===== src/rtl/spi_regif_pkg.sv =====
package spi_regif_pkg;
   localparam int FRAME_W = 16;
   localparam int ADDR_W  = 7;
   localparam int DATA_W  = 8;

   // Incoming word layout: write flag, register index, data byte.
   // Bit 7 of the data byte doubles as the read-request flag.
   typedef struct packed {
      logic              wr_flag;
      logic [ADDR_W-1:0] addr;
      logic [DATA_W-1:0] data;
   } frame_t;

   localparam int RD_FLAG_POS = DATA_W - 1;
endpackage


===== src/rtl/spi_regif_sync.sv =====
module spi_regif_sync #(
   parameter int           WIDTH   = 1,
   parameter int           STAGES  = 2,
   parameter logic [WIDTH-1:0] RST_VAL = '0
) (
   input  logic             clk,
   input  logic             rst_n,
   input  logic [WIDTH-1:0] din,
   output logic [WIDTH-1:0] dout
);
   if (STAGES < 2) begin : g_bad_stages
      $error("spi_regif_sync: STAGES must be at least 2");
   end

   logic [WIDTH-1:0] chain_q [STAGES];

   always_ff @(posedge clk or negedge rst_n) begin
      if (!rst_n) begin
         for (int s = 0; s < STAGES; s++) chain_q[s] <= RST_VAL;
      end else begin
         chain_q[0] <= din;
         for (int s = 1; s < STAGES; s++) chain_q[s] <= chain_q[s-1];
      end
   end

   assign dout = chain_q[STAGES-1];
endmodule


===== src/rtl/spi_regif_shift.sv =====
module spi_regif_shift
   import spi_regif_pkg::*;
#(
   parameter int FW = FRAME_W
) (
   input  logic          clk,
   input  logic          rst_n,
   input  logic          sclk_s,
   input  logic          csn_s,
   input  logic          mosi_s,
   input  logic [FW-1:0] reply_word,
   output logic          miso,
   output logic          done,
   output logic [FW-1:0] rx_word
);
   localparam int CNT_MAX = FW + 1;
   localparam int CNT_W   = $clog2(CNT_MAX + 1);

   if (FW < 2) begin : g_bad_fw
      $error("spi_regif_shift: frame width too small");
   end

   logic             sclk_q, csn_q;
   logic [CNT_W-1:0] cnt_q;
   logic [FW-1:0]    rx_q, tx_q;
   logic             start_evt, stop_evt, rise_evt, fall_evt;

   assign start_evt = csn_q & ~csn_s;
   assign stop_evt  = ~csn_q & csn_s;
   assign rise_evt  = ~csn_s & sclk_s & ~sclk_q;
   assign fall_evt  = ~csn_s & ~sclk_s & sclk_q;

   always_ff @(posedge clk or negedge rst_n) begin
      if (!rst_n) begin
         sclk_q <= 1'b0;
         csn_q  <= 1'b1;
         cnt_q  <= '0;
         rx_q   <= '0;
         tx_q   <= '0;
      end else begin
         sclk_q <= sclk_s;
         csn_q  <= csn_s;
         if (start_evt) begin
            cnt_q <= '0;
            tx_q  <= reply_word;
         end else begin
            if (rise_evt) begin
               rx_q <= {rx_q[FW-2:0], mosi_s};
               if (cnt_q != CNT_W'(CNT_MAX)) cnt_q <= cnt_q + 1'b1;
            end
            if (fall_evt) tx_q <= {tx_q[FW-2:0], 1'b0};
         end
      end
   end

   assign done    = stop_evt && (cnt_q == CNT_W'(FW));
   assign rx_word = rx_q;
   assign miso    = csn_s ? 1'b0 : tx_q[FW-1];

   assert_tx_hold_R4: assert property (@(posedge clk) disable iff (!rst_n)
      (!csn_s && !fall_evt && !start_evt) |=> $stable(tx_q));
endmodule


===== src/rtl/spi_regif_decode.sv =====
module spi_regif_decode
   import spi_regif_pkg::*;
#(
   parameter int REPLY_W = 14
) (
   input  logic               clk,
   input  logic               rst_n,
   input  logic               done,
   input  logic [FRAME_W-1:0] rx_word,
   input  logic [DATA_W-1:0]  reg_rdata,
   output logic [ADDR_W-1:0]  reg_addr,
   output logic [DATA_W-1:0]  reg_wdata,
   output logic               reg_wr,
   output logic               reg_rd,
   output logic [FRAME_W-1:0] reply_word
);
   if (REPLY_W < DATA_W || REPLY_W > FRAME_W) begin : g_bad_reply
      $error("spi_regif_decode: REPLY_W out of range");
   end

   frame_t             frm;
   logic [REPLY_W-1:0] reply_q;
   logic [REPLY_W-1:0] rdata_ext;

   assign frm = frame_t'(rx_word);

   if (REPLY_W == DATA_W) begin : g_ext_none
      assign rdata_ext = reg_rdata;
   end else begin : g_ext_zero
      assign rdata_ext = {{(REPLY_W-DATA_W){1'b0}}, reg_rdata};
   end

   if (REPLY_W == FRAME_W) begin : g_rep_full
      assign reply_word = reply_q;
   end else begin : g_rep_pad
      assign reply_word = {{(FRAME_W-REPLY_W){1'b0}}, reply_q};
   end

   always_ff @(posedge clk or negedge rst_n) begin
      if (!rst_n) begin
         reg_addr  <= '0;
         reg_wdata <= '0;
         reg_wr    <= 1'b0;
         reg_rd    <= 1'b0;
         reply_q   <= '0;
      end else begin
         reg_wr <= done & frm.wr_flag;
         reg_rd <= done & ~frm.wr_flag & frm.data[RD_FLAG_POS];
         if (done) begin
            reg_addr  <= frm.addr;
            reg_wdata <= frm.data;
         end
         if (reg_rd) begin
            reply_q <= rdata_ext;
         end else if (done && !(~frm.wr_flag & frm.data[RD_FLAG_POS])) begin
            reply_q <= '0;
         end
      end
   end

   assert_wr_pulse_R2: assert property (@(posedge clk) disable iff (!rst_n)
      reg_wr |=> !reg_wr);
   assert_rd_pulse_R3: assert property (@(posedge clk) disable iff (!rst_n)
      reg_rd |=> !reg_rd);
   assert_no_overlap_R9: assert property (@(posedge clk) disable iff (!rst_n)
      !(reg_wr && reg_rd));
endmodule


===== src/rtl/spi_regif.sv =====
module spi_regif
   import spi_regif_pkg::*;
#(
   parameter int SYNC_STAGES = 2,
   parameter int REPLY_W     = 14
) (
   input  logic              clk,
   input  logic              rst_n,
   input  logic              sclk,
   input  logic              cs_n,
   input  logic              mosi,
   output logic              miso,
   output logic [ADDR_W-1:0] reg_addr,
   output logic [DATA_W-1:0] reg_wdata,
   output logic              reg_wr,
   output logic              reg_rd,
   input  logic [DATA_W-1:0] reg_rdata
);
   logic [2:0]         pins_s;
   logic               sclk_s, csn_s, mosi_s;
   logic               done;
   logic [FRAME_W-1:0] rx_word, reply_word;

   spi_regif_sync #(.WIDTH(3), .STAGES(SYNC_STAGES), .RST_VAL(3'b010)) u_sync (
      .clk (clk), .rst_n (rst_n),
      .din ({sclk, cs_n, mosi}), .dout (pins_s)
   );
   assign sclk_s = pins_s[2];
   assign csn_s  = pins_s[1];
   assign mosi_s = pins_s[0];

   spi_regif_shift #(.FW(FRAME_W)) u_shift (
      .clk (clk), .rst_n (rst_n),
      .sclk_s (sclk_s), .csn_s (csn_s), .mosi_s (mosi_s),
      .reply_word (reply_word), .miso (miso),
      .done (done), .rx_word (rx_word)
   );

   spi_regif_decode #(.REPLY_W(REPLY_W)) u_dec (
      .clk (clk), .rst_n (rst_n),
      .done (done), .rx_word (rx_word), .reg_rdata (reg_rdata),
      .reg_addr (reg_addr), .reg_wdata (reg_wdata),
      .reg_wr (reg_wr), .reg_rd (reg_rd), .reply_word (reply_word)
   );

   assert_wr_after_deselect_R2: assert property (@(posedge clk) disable iff (!rst_n)
      reg_wr |-> $past(csn_s));
   assert_rd_after_deselect_R3: assert property (@(posedge clk) disable iff (!rst_n)
      reg_rd |-> $past(csn_s));
endmodule


===== config.mk =====
export PLATFORM = sky130hd
export DESIGN_NAME = spi_regif
export DESIGN_NICKNAME = d
export VERILOG_FILES = /design/src/rtl/spi_regif_pkg.sv /design/src/rtl/spi_regif_sync.sv /design/src/rtl/spi_regif_shift.sv /design/src/rtl/spi_regif_decode.sv /design/src/rtl/spi_regif.sv
export SDC_FILE = /design/constraint.sdc
export NUM_CORES = 1
export LEC_CHECK = 0
export BUFFER_PORTS_ARGS = -buffer_cell sky130_fd_sc_hd__buf_2
export CAP_MARGIN = 5
export CORE_MARGIN = 10
export CORE_UTILIZATION = 45
export CTS_CLUSTER_SIZE = 30
export DETAILED_ROUTE_END_ITERATION = 10
export PLACE_DENSITY = 0.76
export SLEW_MARGIN = 20
export SYNTH_ARGS = -nofsm -noshare
export SYNTH_HDL_FRONTEND = slang
export SYNTH_SLANG_ARGS = --single-unit

===== constraint.sdc =====
create_clock -name clk -period 4.24 [get_ports clk]
set_input_delay 0.424 -clock clk [delete_from_list [all_inputs] [get_ports clk]]
set_output_delay 0.424 -clock clk [all_outputs]
set_load 0.01 [all_outputs]

==> impl_metrics.env, run 1 <==
export IMPL_cp_slowest_cell="nor2b_1"
export IMPL_routed_via_density=5.09
export IMPL_setup_viol=0
export IMPL_start_util_pct=45.8
export IMPL_p_comb_share_pct=6.7
export IMPL_grt_util_all_layers_pct=10.3
export IMPL_crit_path_end_kind="flop"
export IMPL_tns_ns=0
export IMPL_grt_max_degree=41
export IMPL_placement_rows=29
export IMPL_synth_nets=214
export IMPL_wl_per_cell_um=14.8
export IMPL_h_tree_depth=3
export IMPL_cp_buffers_inverters=0
export IMPL_dp_slack_ns=2.04
export IMPL_setup_ws_ns=2.07
export IMPL_synthCells=198
export IMPL_netlist_top_cells_count="dfrtp_1 (67), mux2_2 (37), o21ai_0 (13), nand2_1 (12), nand2b_1 (9)"
export IMPL_slew_headroom_pct=35.8
export IMPL_critPathKind="flop to flop"
export IMPL_power_density_nw_per_um2=421
export IMPL_portBuffers=30
export IMPL_hold_path_class="primary input to flop"
export IMPL_critPathArrivalTime_ns=2.39
export IMPL_ant_nets=0
export IMPL_p_seq_share_pct=53.9
export IMPL_vias=1608
export IMPL_synth_area_leaders="dfrtp_1 (58%), mux2_2 (14%), mux2_4 (4.2%), dfstp_2 (2.7%), a22o_1 (2.4%)"
export IMPL_clkPwrFrac_pct=39.4
export IMPL_synth_async_reset_ratio_pct=100
export IMPL_rsz0062_at_grt="no"
export IMPL_worstMarginPinSlew_ns=0.961
export IMPL_fmax_mhz=462
export IMPL_ys_ff_latch=70
export IMPL_drt_wl_total_mm=4.69
export IMPL_clkTransAtPathRegs_ns=0.07
export IMPL_postPlaceCellArea_um2=3080
export IMPL_p_sw_share_pct=22.6
export IMPL_cts_setup_buffers=0
export IMPL_drc_errors=0
export IMPL_cts_buffer_depth=2
export IMPL_antenna_found_initial=0
export IMPL_numCtsBuffers=9
export IMPL_n_antenna_cell=0
export IMPL_num_nets_final=250
export IMPL_drive_gt1_share_pct=43.1
export IMPL_yosysUniqueCellTypes=32
export IMPL_multi_input_area_um2=1060
export IMPL_core_um2=6280
export IMPL_num_io_pins=31
export IMPL_holdBufCountCts=0
export IMPL_worstPathCellList="nor2b_1 -> mux2_2 -> mux2_2"
export IMPL_p_sw_w=0.000313
export IMPL_area_growth_pct=14.3
export IMPL_synth_most_common_cell="dfrtp_1"
export IMPL_hold_slack_ns=0.175
export IMPL_die_x_um=99.9
export IMPL_layout_min_cycle_time_ns=2.17
export IMPL_yosysTopAreaCell="dfrtp_1"
export IMPL_synthFlopType="dfrtp_1"
export IMPL_stdcell_area_um2=3290
export IMPL_grt_overflow=0
export IMPL_fin_crit_sh_pct=51.1
export IMPL_cp_common_cell="mux2_2"
export IMPL_hold_violations=0
export IMPL_synth_top_area_share_pct=58.3
export IMPL_seq_area_um2=1760
export IMPL_intPower_w=0.00107
export IMPL_drtPass1Iterations=6
export IMPL_path_max_fanout=13
export IMPL_status="complete, no violations"
export IMPL_ir_drop_uv=262
export IMPL_cts_sinks=70
export IMPL_cts_tree="yes"
export IMPL_fillCellCount=524
export IMPL_maxCapViolCount=0
export IMPL_ctsRootBufferMaster="clkbuf_8"
export IMPL_avgSynthCellArea_um2=14.5
export IMPL_startpoint_type="flop"
export IMPL_clk_latency_ns=0.35
export IMPL_critical_path_top_delay_family="simple AND/OR/NAND/NOR gates"
export IMPL_dp_hpwl_mm=3.23
export IMPL_first_iter_violations=100
export IMPL_grt_pass1_vias=1670
export IMPL_gp_congestion=0.719
export IMPL_finalClockSkew_ns=0.00906
export IMPL_leakage_nw=1.55
export IMPL_maxSlewViolCount=0
export IMPL_grt_pass1_wl_mm=8.21
export IMPL_synth_warnings=0
export IMPL_synth_edf_count=0
export IMPL_post_cts_resized=0
export IMPL_die_area_um2=9980
export IMPL_max_stage_delay_ns=0.78
export IMPL_ys_seq_area_share_pct=61.1
export IMPL_syn_area_um2=2870
export IMPL_die_h_um=99.9
export IMPL_cp_required_ns=4.47
==> placed cells by master, fill, tap and decap left out, drive strengths merged <==
| cell type | count |
|---|---|
| a21o | 1 |
| a21oi | 6 |
| a22o | 8 |
| and2 | 2 |
| and4bb | 1 |
| buf | 31 |
| bufinv | 1 |
| clkbuf | 11 |
| clkinv | 4 |
| dfrtp | 67 |
| dfstp | 3 |
| ha | 3 |
| inv | 3 |
| mux2 | 45 |
| nand2 | 12 |
| nand2b | 9 |
| nand3 | 3 |
| nand4bb | 1 |
| nor2 | 1 |
| nor2b | 3 |
| nor3 | 2 |
| nor3b | 1 |
| nor4b | 1 |
| nor4bb | 1 |
| o21ai | 13 |
| or3 | 3 |
| or3b | 1 |
| or4b | 1 |
| or4bb | 1 |
==> kinds of logic (layout without fill, tap and decap cells) <==
kind of cell	count (synthesis)	count (layout)	share of synthesized area (%)
AOI/OAI and AO/OA	28	28	6.01
adders and majority gates	3	3	1.31
buffers and inverters	9	50	2.18
DFF	70	70	61.1
muxes	45	45	18.7
and+or+nand+nor	43	43	10.8
==> routing by layer <==
layer	vias up	global-route usage (%)	share of wire, %
met5	-	0	0
met4	0	6.95	2.6
met3	8	2.75	3.2
met2	24	15.0	48
met1	807	13.2	46
li1	769	-	-
==> metrics by stage <==
| step | cells | total power, W | util, % |
|---|---|---|---|
| after floorplan | 198 | 0.000818 | - |
| after global placement | 300 | 0.000849 | 49.0 |
| after detailed placement | 300 | 0.000854 | 49.0 |
| after CTS | 316 | 0.00141 | 52.3 |
| after global routing | 316 | 0.00145 | 52.3 |
| final | 316 | 0.00138 | 52.3 |
==> flip-flops by register name, summed over array words and instances (netlist names) <==
register and flops:
u_dec.reg_addr 7, u_dec.reg_rd 1, u_dec.reg_wdata 8, u_dec.reg_wr 1, u_dec.reply_q 8, u_shift.cnt_q 5, u_shift.csn_q 1, u_shift.rx_word 16
u_shift.sclk_q 1, u_shift.tx_q 16, u_sync.chain_q 3, u_sync.dout 3
==> worst paths after layout <==
path                                             start                       endpoint  slack, ns  cells past startpoint
max in group asynchronous                        rst_n        u_shift.csn_q$_DFF_PN1_       3.11                      2
max                            u_shift.csn_q$_DFF_PN1_    u_shift.tx_q[3]$_DFFE_PN0P_       2.07                      3
min reg2reg                u_sync.chain_q[5]$_DFF_PN0_       u_sync.dout[2]$_DFF_PN0_       0.35                      0
max reg2reg                    u_shift.csn_q$_DFF_PN1_    u_shift.tx_q[3]$_DFFE_PN0P_       2.07                      3
min                                               cs_n    u_sync.chain_q[4]$_DFF_PN1_       0.17                      1
min in group asynchronous                        rst_n  u_dec.reg_addr[5]$_DFFE_PN0P_       0.18                      1
==> layout make-up <==
type / instances / share of cell area (%)
inverter: 3 / 0.343
clock buffer: 11 / 4.61
sequential: 70 / 53.4
timing repair buffer: 31 / 4.80
tap: 77 / 2.93
multi-input combinational: 119 / 32.1
clock inverter: 5 / 1.75
==> power groups by stage <==
stage / combinational [W] / sequential, W / clock, W
2_1_floorplan: 0.0000705 / 0.000747 / 0
3_3_place_gp: 0.0000917 / 0.000757 / 0
3_5_place_dp: 0.0000946 / 0.000760 / 0
4_1_cts: 0.0000952 / 0.000747 / 0.000563
5_1_grt: 0.000105 / 0.000754 / 0.000587
6_report: 0.0000927 / 0.000747 / 0.000545
No activity file was read; power rests on OpenSTA's default activity.
==> run 2, diff against run 1 <==
--- a/config.mk
+++ b/config.mk
@@ -5,13 +5,14 @@
 export SDC_FILE = /design/constraint.sdc
 export NUM_CORES = 1
 export LEC_CHECK = 0
+export ABC_AREA = 1
 export BUFFER_PORTS_ARGS = -buffer_cell sky130_fd_sc_hd__buf_2
 export CAP_MARGIN = 5
 export CORE_MARGIN = 10
 export CORE_UTILIZATION = 45
 export CTS_CLUSTER_SIZE = 30
 export DETAILED_ROUTE_END_ITERATION = 10
-export PLACE_DENSITY = 0.76
+export PLACE_DENSITY = 0.78
 export SLEW_MARGIN = 20
 export SYNTH_ARGS = -nofsm -noshare
 export SYNTH_HDL_FRONTEND = slang
==> constraint.sdc (replaced) <==
create_clock -name clk -period 1.9 [get_ports clk]
set_input_delay 0.19 -clock clk [delete_from_list [all_inputs] [get_ports clk]]
set_output_delay 0.19 -clock clk [all_outputs]
set_load 0.01 [all_outputs]
==> run 2 against run 1 <==
Effect of this change: register-to-register slack got worse by 1.7 ns; global-route usage increased by 1.1 points; critical path depth increased by 4; count of clock-buffer cells in the layout decreased by 2; clock power increased by 140%; utilization increased by 0.87 points; via count increased by 25%; sequential share of layout area decreased by 1.2 points; synthesized cell count increased by 50%; power increased by 140%; synthesized area increased by 1.4%; highest routed layer unchanged.
==> impl_metrics.env, run 2 <==
export IMPL_vias=2012
export IMPL_wl_per_cell_um=12.7
export IMPL_maxSlewViolCount=0
export IMPL_clkTransAtPathRegs_ns=0.08
export IMPL_core_um2=6310
export IMPL_gp_congestion=0.730
export IMPL_yosysTopAreaCell="dfrtp_1"
export IMPL_tns_ns=0
export IMPL_portBuffers=30
export IMPL_finalClockSkew_ns=0.0119
export IMPL_routed_via_density=4.85
export IMPL_min_from="reg_rdata[3]"
export IMPL_startpoint_type="flop"
export IMPL_h_tree_depth=3
export IMPL_yosysUniqueCellTypes=26
export IMPL_reg2reg_depth=7
export IMPL_synthCells=297
export IMPL_critPathKind="flop to flop"
export IMPL_numCtsBuffers=9
export IMPL_grt_util_all_layers_pct=11.4
export IMPL_cp_required_ns=2.12
export IMPL_r2r_start="u_shift.cnt_q[0]$_DFFE_PN0P_"
export IMPL_power_density_nw_per_um2=984
export IMPL_die_area_um2=10100
export IMPL_clk_latency_ns=0.34
export IMPL_grt_pass1_vias=2121
export IMPL_synth_area_leaders="dfrtp_1 (58%), nand2_1 (11%), inv_1 (4.6%), o21ai_2 (4.5%), o21ai_0 (3.8%)"
export IMPL_synth_nets=313
export IMPL_cts_buffer_depth=2
export IMPL_ir_drop_uv=532
export IMPL_ys_ff_latch=70
export IMPL_die_x_um=100
export IMPL_grt_pass1_wl_mm=9.42
export IMPL_synth_top_area_share_pct=57.5
export IMPL_setup_viol=0
export IMPL_slew_headroom_pct=62.4
export IMPL_worstMarginPinSlew_ns=0.562
export IMPL_dp_hpwl_mm=3.58
export IMPL_synth_warnings=0
export IMPL_leakage_nw=1.62
export IMPL_cts_sinks=70
export IMPL_power_w=0.00330
export IMPL_netlist_top_cells_count="nand2_1 (84), dfrtp_1 (67), inv_1 (36), o21ai_0 (22), nand3_1 (16)"
export IMPL_drtPass1Iterations=4
export IMPL_maxCapViolCount=0
export IMPL_area_growth_pct=15.2
export IMPL_status="complete, no violations"
export IMPL_crit_path_end_kind="flop"
export IMPL_synth_edf_count=0
export IMPL_path_max_fanout=32
export IMPL_drc_errors=0
export IMPL_grt_overflow=0
export IMPL_num_nets_final=349
export IMPL_hold_path_class="primary input to flop"
export IMPL_drive_gt1_share_pct=24.3
export IMPL_n_antenna_cell=0
export IMPL_drt_wl_total_mm=5.26
export IMPL_top_layer_used="met4"
export IMPL_layout_min_cycle_time_ns=1.51
export IMPL_cts_tree="yes"
export IMPL_avgSynthCellArea_um2=9.82
export IMPL_hold_slack_ns=0.0419
export IMPL_dp_cells=395
export IMPL_antenna_found_initial=0
export IMPL_holdPathEnd="u_dec.reply_q[3]$_DFFE_PN0P_"
export IMPL_grt_max_degree=71
export IMPL_rsz0062_at_grt="no"
export IMPL_most_common_layout_cells="nand2_1 (84), dfrtp_1 (67), inv_1 (36)"
export IMPL_synthFlopType="dfrtp_1"
export IMPL_fmax_mhz=662
export IMPL_route_met2_wl_mm=2.52
export IMPL_first_iter_violations=95
export IMPL_ys_seq_area_share_pct=60.2
export IMPL_die_h_um=100
export IMPL_placement_rows=29
export IMPL_syn_area_um2=2920
export IMPL_num_io_pins=31
export IMPL_start_util_pct=46.2
export IMPL_fin_util_pct=53.2
export IMPL_synth_most_common_cell="nand2_1"
export IMPL_wl_met3_um=306
export IMPL_synth_async_reset_ratio_pct=100
export IMPL_hold_violations=0
export IMPL_fin_crit_sh_pct=79.5
export IMPL_final_cells=415
export IMPL_critPathArrivalTime_ns=1.73
export IMPL_ant_nets=0
export IMPL_regToRegSetupSlack_ns=0.39
export IMPL_r2r_end="u_dec.reg_addr[1]$_DFFE_PN0P_"
export IMPL_ctsRootBufferMaster="clkbuf_8"
export IMPL_hold_path_depth=3
export IMPL_final_common_cell="nand2_1"
export IMPL_wl_met1_mm=2.36
run 2: final cells by class:
cell class              count  area (um^2)
clock buffers               9          124
clock inverters             7         96.3
fillers                   573         2950
inverters                  39          146
multi-input cells         178          931
flip-flops and latches     70         1760
well taps                  77         96.3
repair buffers             35          210
run 2: how the worst max path moves through the flow:
| stage | startpoint | end | slack (ns) | cells past startpoint |
|---|---|---|---|---|
| floorplan | u_shift.cnt_q[0]$_DFFE_PN0P_ | u_dec.reg_wdata[4]$_DFFE_PN0P_ | 0.62 | 8 |
| global placement | u_shift.sclk_q$_DFF_PN0_ | u_shift.rx_word[9]$_DFFE_PN0P_ | 0.30 | 3 |
| detailed placement | u_shift.sclk_q$_DFF_PN0_ | u_shift.rx_word[3]$_DFFE_PN0P_ | 0.17 | 3 |
| CTS | u_shift.sclk_q$_DFF_PN0_ | u_shift.rx_word[3]$_DFFE_PN0P_ | 0.18 | 3 |
| global route | u_shift.cnt_q[0]$_DFFE_PN0P_ | u_dec.reg_wdata[3]$_DFFE_PN0P_ | 0.23 | 7 |
| finish | u_shift.cnt_q[0]$_DFFE_PN0P_ | u_dec.reg_addr[1]$_DFFE_PN0P_ | 0.39 | 7 |
run 2: cells by family (layout without fill, tap and decap cells):
family                   Yosys count  in the layout  synth area share (%)
flip-flops                        70             70                  60.2
adder cells (fa/ha/maj)            3              3                  1.29
buffers and inverters             49             90                  8.03
AO/OA/AOI/OAI                     56             56                  11.8
AND/OR/NAND/NOR                  119            119                  18.7
run 2: per-layer routing:
layer	vias up	track usage, %
li1	1015	-
met1	957	13.1
met2	34	18.3
met3	6	5.28
met4	0	3.91
met5	-	0
run 2: stage by stage:
| stage | area (um^2) | setup WS [ns] |
|---|---|---|
| final | 3360 | 0.389 |
| after global routing | 3360 | 0.235 |
| after CTS | 3350 | 0.177 |
| after detailed placement | 3090 | 0.169 |
| after global placement | 3090 | 0.297 |
| after floorplan | 2920 | 0.623 |
run 2: where the power goes:
part / total [W] / switching (W) / leakage [nW] / internal [W]
logic: 0.000308 / 0.000193 / 0.613 / 0.000115
registers: 0.00168 / 0.0000883 / 0.893 / 0.00159
clock network: 0.00131 / 0.000572 / 0.114 / 0.000743
total: 0.00330 / 0.000853 / 1.62 / 0.00245
run 2: worst max-delay path, cell delays in order (launching register included):
cell	delay, ns
dfrtp_1	0.44
inv_1	0.10
ha_1	0.14
nand2_1	0.08
nor2_4	0.15
nand2_4	0.25
nand2_1	0.16
o21ai_2	0.06
run 2: timing repair:
item                       4_1_cts  5_1_grt
setup endpoints to repair        0        3
hold endpoints to repair        70        0
resized for setup                0        1
setup buffers                    0        0
hold buffers                     4        0
==> run 3, diff against run 2 <==
--- a/config.mk
+++ b/config.mk
@@ -5,7 +5,7 @@
 export SDC_FILE = /design/constraint.sdc
 export NUM_CORES = 1
 export LEC_CHECK = 0
-export ABC_AREA = 1
+export ABC_AREA = 0
 export BUFFER_PORTS_ARGS = -buffer_cell sky130_fd_sc_hd__buf_2
 export CAP_MARGIN = 5
 export CORE_MARGIN = 10
==> constraint.sdc (replaced) <==
create_clock -name clk -period 1.3 [get_ports clk]
set_input_delay 0.13 -clock clk [delete_from_list [all_inputs] [get_ports clk]]
set_output_delay 0.13 -clock clk [all_outputs]
set_load 0.01 [all_outputs]
==> run 3 against run 2 <==
Effect of this change: the run now ends with negative setup slack left; die area is 1.1% lower; sequential share of layout area is 8.8 points lower; hold slack worse by 0.015 ns; sequential cell count stayed put; combinational power is 80% higher; power is 48% higher; sequential power is 45% higher; final area is 21% higher; via count is 7.0% lower; fmax is 9.3% lower; non-clock buffer count is 42 higher; global-route usage is 1.8 points higher.
==> impl_metrics.env, run 3 (synthesis gave the netlist of run 1 again) <==
export IMPL_grt_util_all_layers_pct=13.2
export IMPL_cts_buffer_depth=2
export IMPL_ctsRootBufferMaster="clkbuf_8"
export IMPL_tns_ns=-15.41
export IMPL_startpoint_type="flop"
export IMPL_violations="negative setup slack"
export IMPL_layout_min_cycle_time_ns=1.67
export IMPL_hold_violations=0
export IMPL_area_growth_pct=40.9
export IMPL_final_cells=363
export IMPL_portBuffers=30
export IMPL_fmax_mhz=601
export IMPL_h_tree_depth=3
export IMPL_hold_slack_ns=0.0268
export IMPL_critPathArrivalTime_ns=1.90
export IMPL_finalClockSkew_ns=0.0114
export IMPL_first_iter_violations=55
export IMPL_placement_rows=29
export IMPL_ir_drop_uv=946
export IMPL_die_x_um=99.9
export IMPL_gp_congestion=0.709
export IMPL_cp_required_ns=1.53
export IMPL_num_nets_final=297
export IMPL_fin_crit_sh_pct=128
export IMPL_slew_headroom_pct=74.7
export IMPL_die_area_um2=9980
export IMPL_core_um2=6280
export IMPL_maxCapViolCount=0
export IMPL_dp_hpwl_mm=3.73
export IMPL_drtPass1Iterations=4
export IMPL_crit_path_end_kind="flop"
export IMPL_drc_errors=0
export IMPL_status="finished with violations"
export IMPL_grt_pass1_vias=2062
export IMPL_start_util_pct=45.8
export IMPL_dp_cells=326
export IMPL_cts_sinks=70
export IMPL_worstMarginPinSlew_ns=0.380
export IMPL_grt_max_degree=30
export IMPL_critPathKind="flop to flop"
export IMPL_vias=1871
export IMPL_grt_overflow=0
export IMPL_clkTransAtPathRegs_ns=0.07
export IMPL_n_antenna_cell=0
export IMPL_num_io_pins=31
export IMPL_numCtsBuffers=9
export IMPL_wl_per_cell_um=17.5
export IMPL_cts_tree="yes"
export IMPL_drive_gt1_share_pct=55.2
export IMPL_die_h_um=99.9
export IMPL_power_density_nw_per_um2=1210
export IMPL_regToRegSetupSlack_ns=-0.37
export IMPL_rsz0062_at_grt="yes"
export IMPL_leakage_nw=1.89
export IMPL_drt_wl_total_mm=6.37
export IMPL_dp_slack_ns=-0.396
export IMPL_hold_path_class="primary input to flop"
export IMPL_setup_viol=61
export IMPL_path_max_fanout=8
export IMPL_final_common_cell="dfrtp_1"
export IMPL_grt_pass1_wl_mm=10.5
export IMPL_clk_latency_ns=0.35
export IMPL_ant_nets=0
export IMPL_antenna_found_initial=0
export IMPL_most_common_layout_cells="dfrtp_1 (65), mux2_4 (38), buf_2 (29)"
export IMPL_maxSlewViolCount=0
export IMPL_setup_ws_ns=-0.365
export IMPL_routed_via_density=5.15
[run 3: changes by cell type in the layout (fill, tap and decap cells not counted), moves of 8 or more]
cell	previous run	this run
nand3_1	16	3
o21ai_2	15	1
a22o_1	0	8
mux2_4	0	38
nand2b_1	0	8
inv_1	36	2
buf_4	0	19
buf_6	0	12
o21ai_0	22	3
nand2_1	84	11
[run 3: final timing paths]
path                                              from                               to  depth (start not counted)
max                            u_shift.csn_q$_DFF_PN1_    u_dec.reg_addr[6]$_DFFE_PN0P_                          4
min                                       reg_rdata[0]     u_dec.reply_q[0]$_DFFE_PN0P_                          3
max reg2reg                    u_shift.csn_q$_DFF_PN1_    u_dec.reg_addr[6]$_DFFE_PN0P_                          4
min reg2reg                u_sync.chain_q[5]$_DFF_PN0_         u_sync.dout[2]$_DFF_PN0_                          0
max in group asynchronous                        rst_n         u_sync.dout[1]$_DFF_PN1_                          3
min in group asynchronous                        rst_n  u_shift.rx_word[10]$_DFFE_PN0P_                          2
[run 3: power by group]
| group | internal [W] | switching (W) | total, W |
|---|---|---|---|
| Combinational | 0.000350 | 0.000205 | 0.000555 |
| Clock | 0.00108 | 0.000826 | 0.00190 |
| Sequential | 0.00233 | 0.000103 | 0.00243 |
[run 3: routing by layer]
metal / track usage, % / wire length (um) / vias up
li1: - / - / 867
met1: 15.7 / 2770 / 957
met2: 21.3 / 3200 / 35
met3: 5.01 / 287 / 12
met4: 5.07 / 109 / 0
met5: 0 / 0 / -
[run 3: final cells by class]
cell class	count	area (um^2)
tap	77	96.3
timing repair buffer	77	658
clock inverter	6	86.3
clock buffer	10	128
fill	448	2230
inverter	3	11.3
multi-input combinational	120	1310
sequential	70	1760
[run 3: per-stage QoR]
step	power, W	area [um^2]	util (%)
global placement	0.00290	3430	54.6
detailed placement	0.00292	3430	54.6
CTS	0.00492	3980	63.4
global route	0.00509	4050	64.5
floorplan	0.00274	2990	-
finish	0.00489	4050	64.5
[run 3: critical path: stages (launching register included)]
cell,delay (ns)
dfstp_2,0.38
or4b_4,0.58
nor2_8,0.14
buf_12,0.15
mux2_4,0.30
[run 3: repair_timing]
item | 4_1_cts | 5_1_grt
resized for setup | 33 | 17
buffers inserted | 7 | 3
gates cloned | 2 | 0
pin swaps | 12 | 8
setup endpoints to repair | 63 | 62
hold buffers | 11 | 0
hold endpoints to repair | 23 | 0
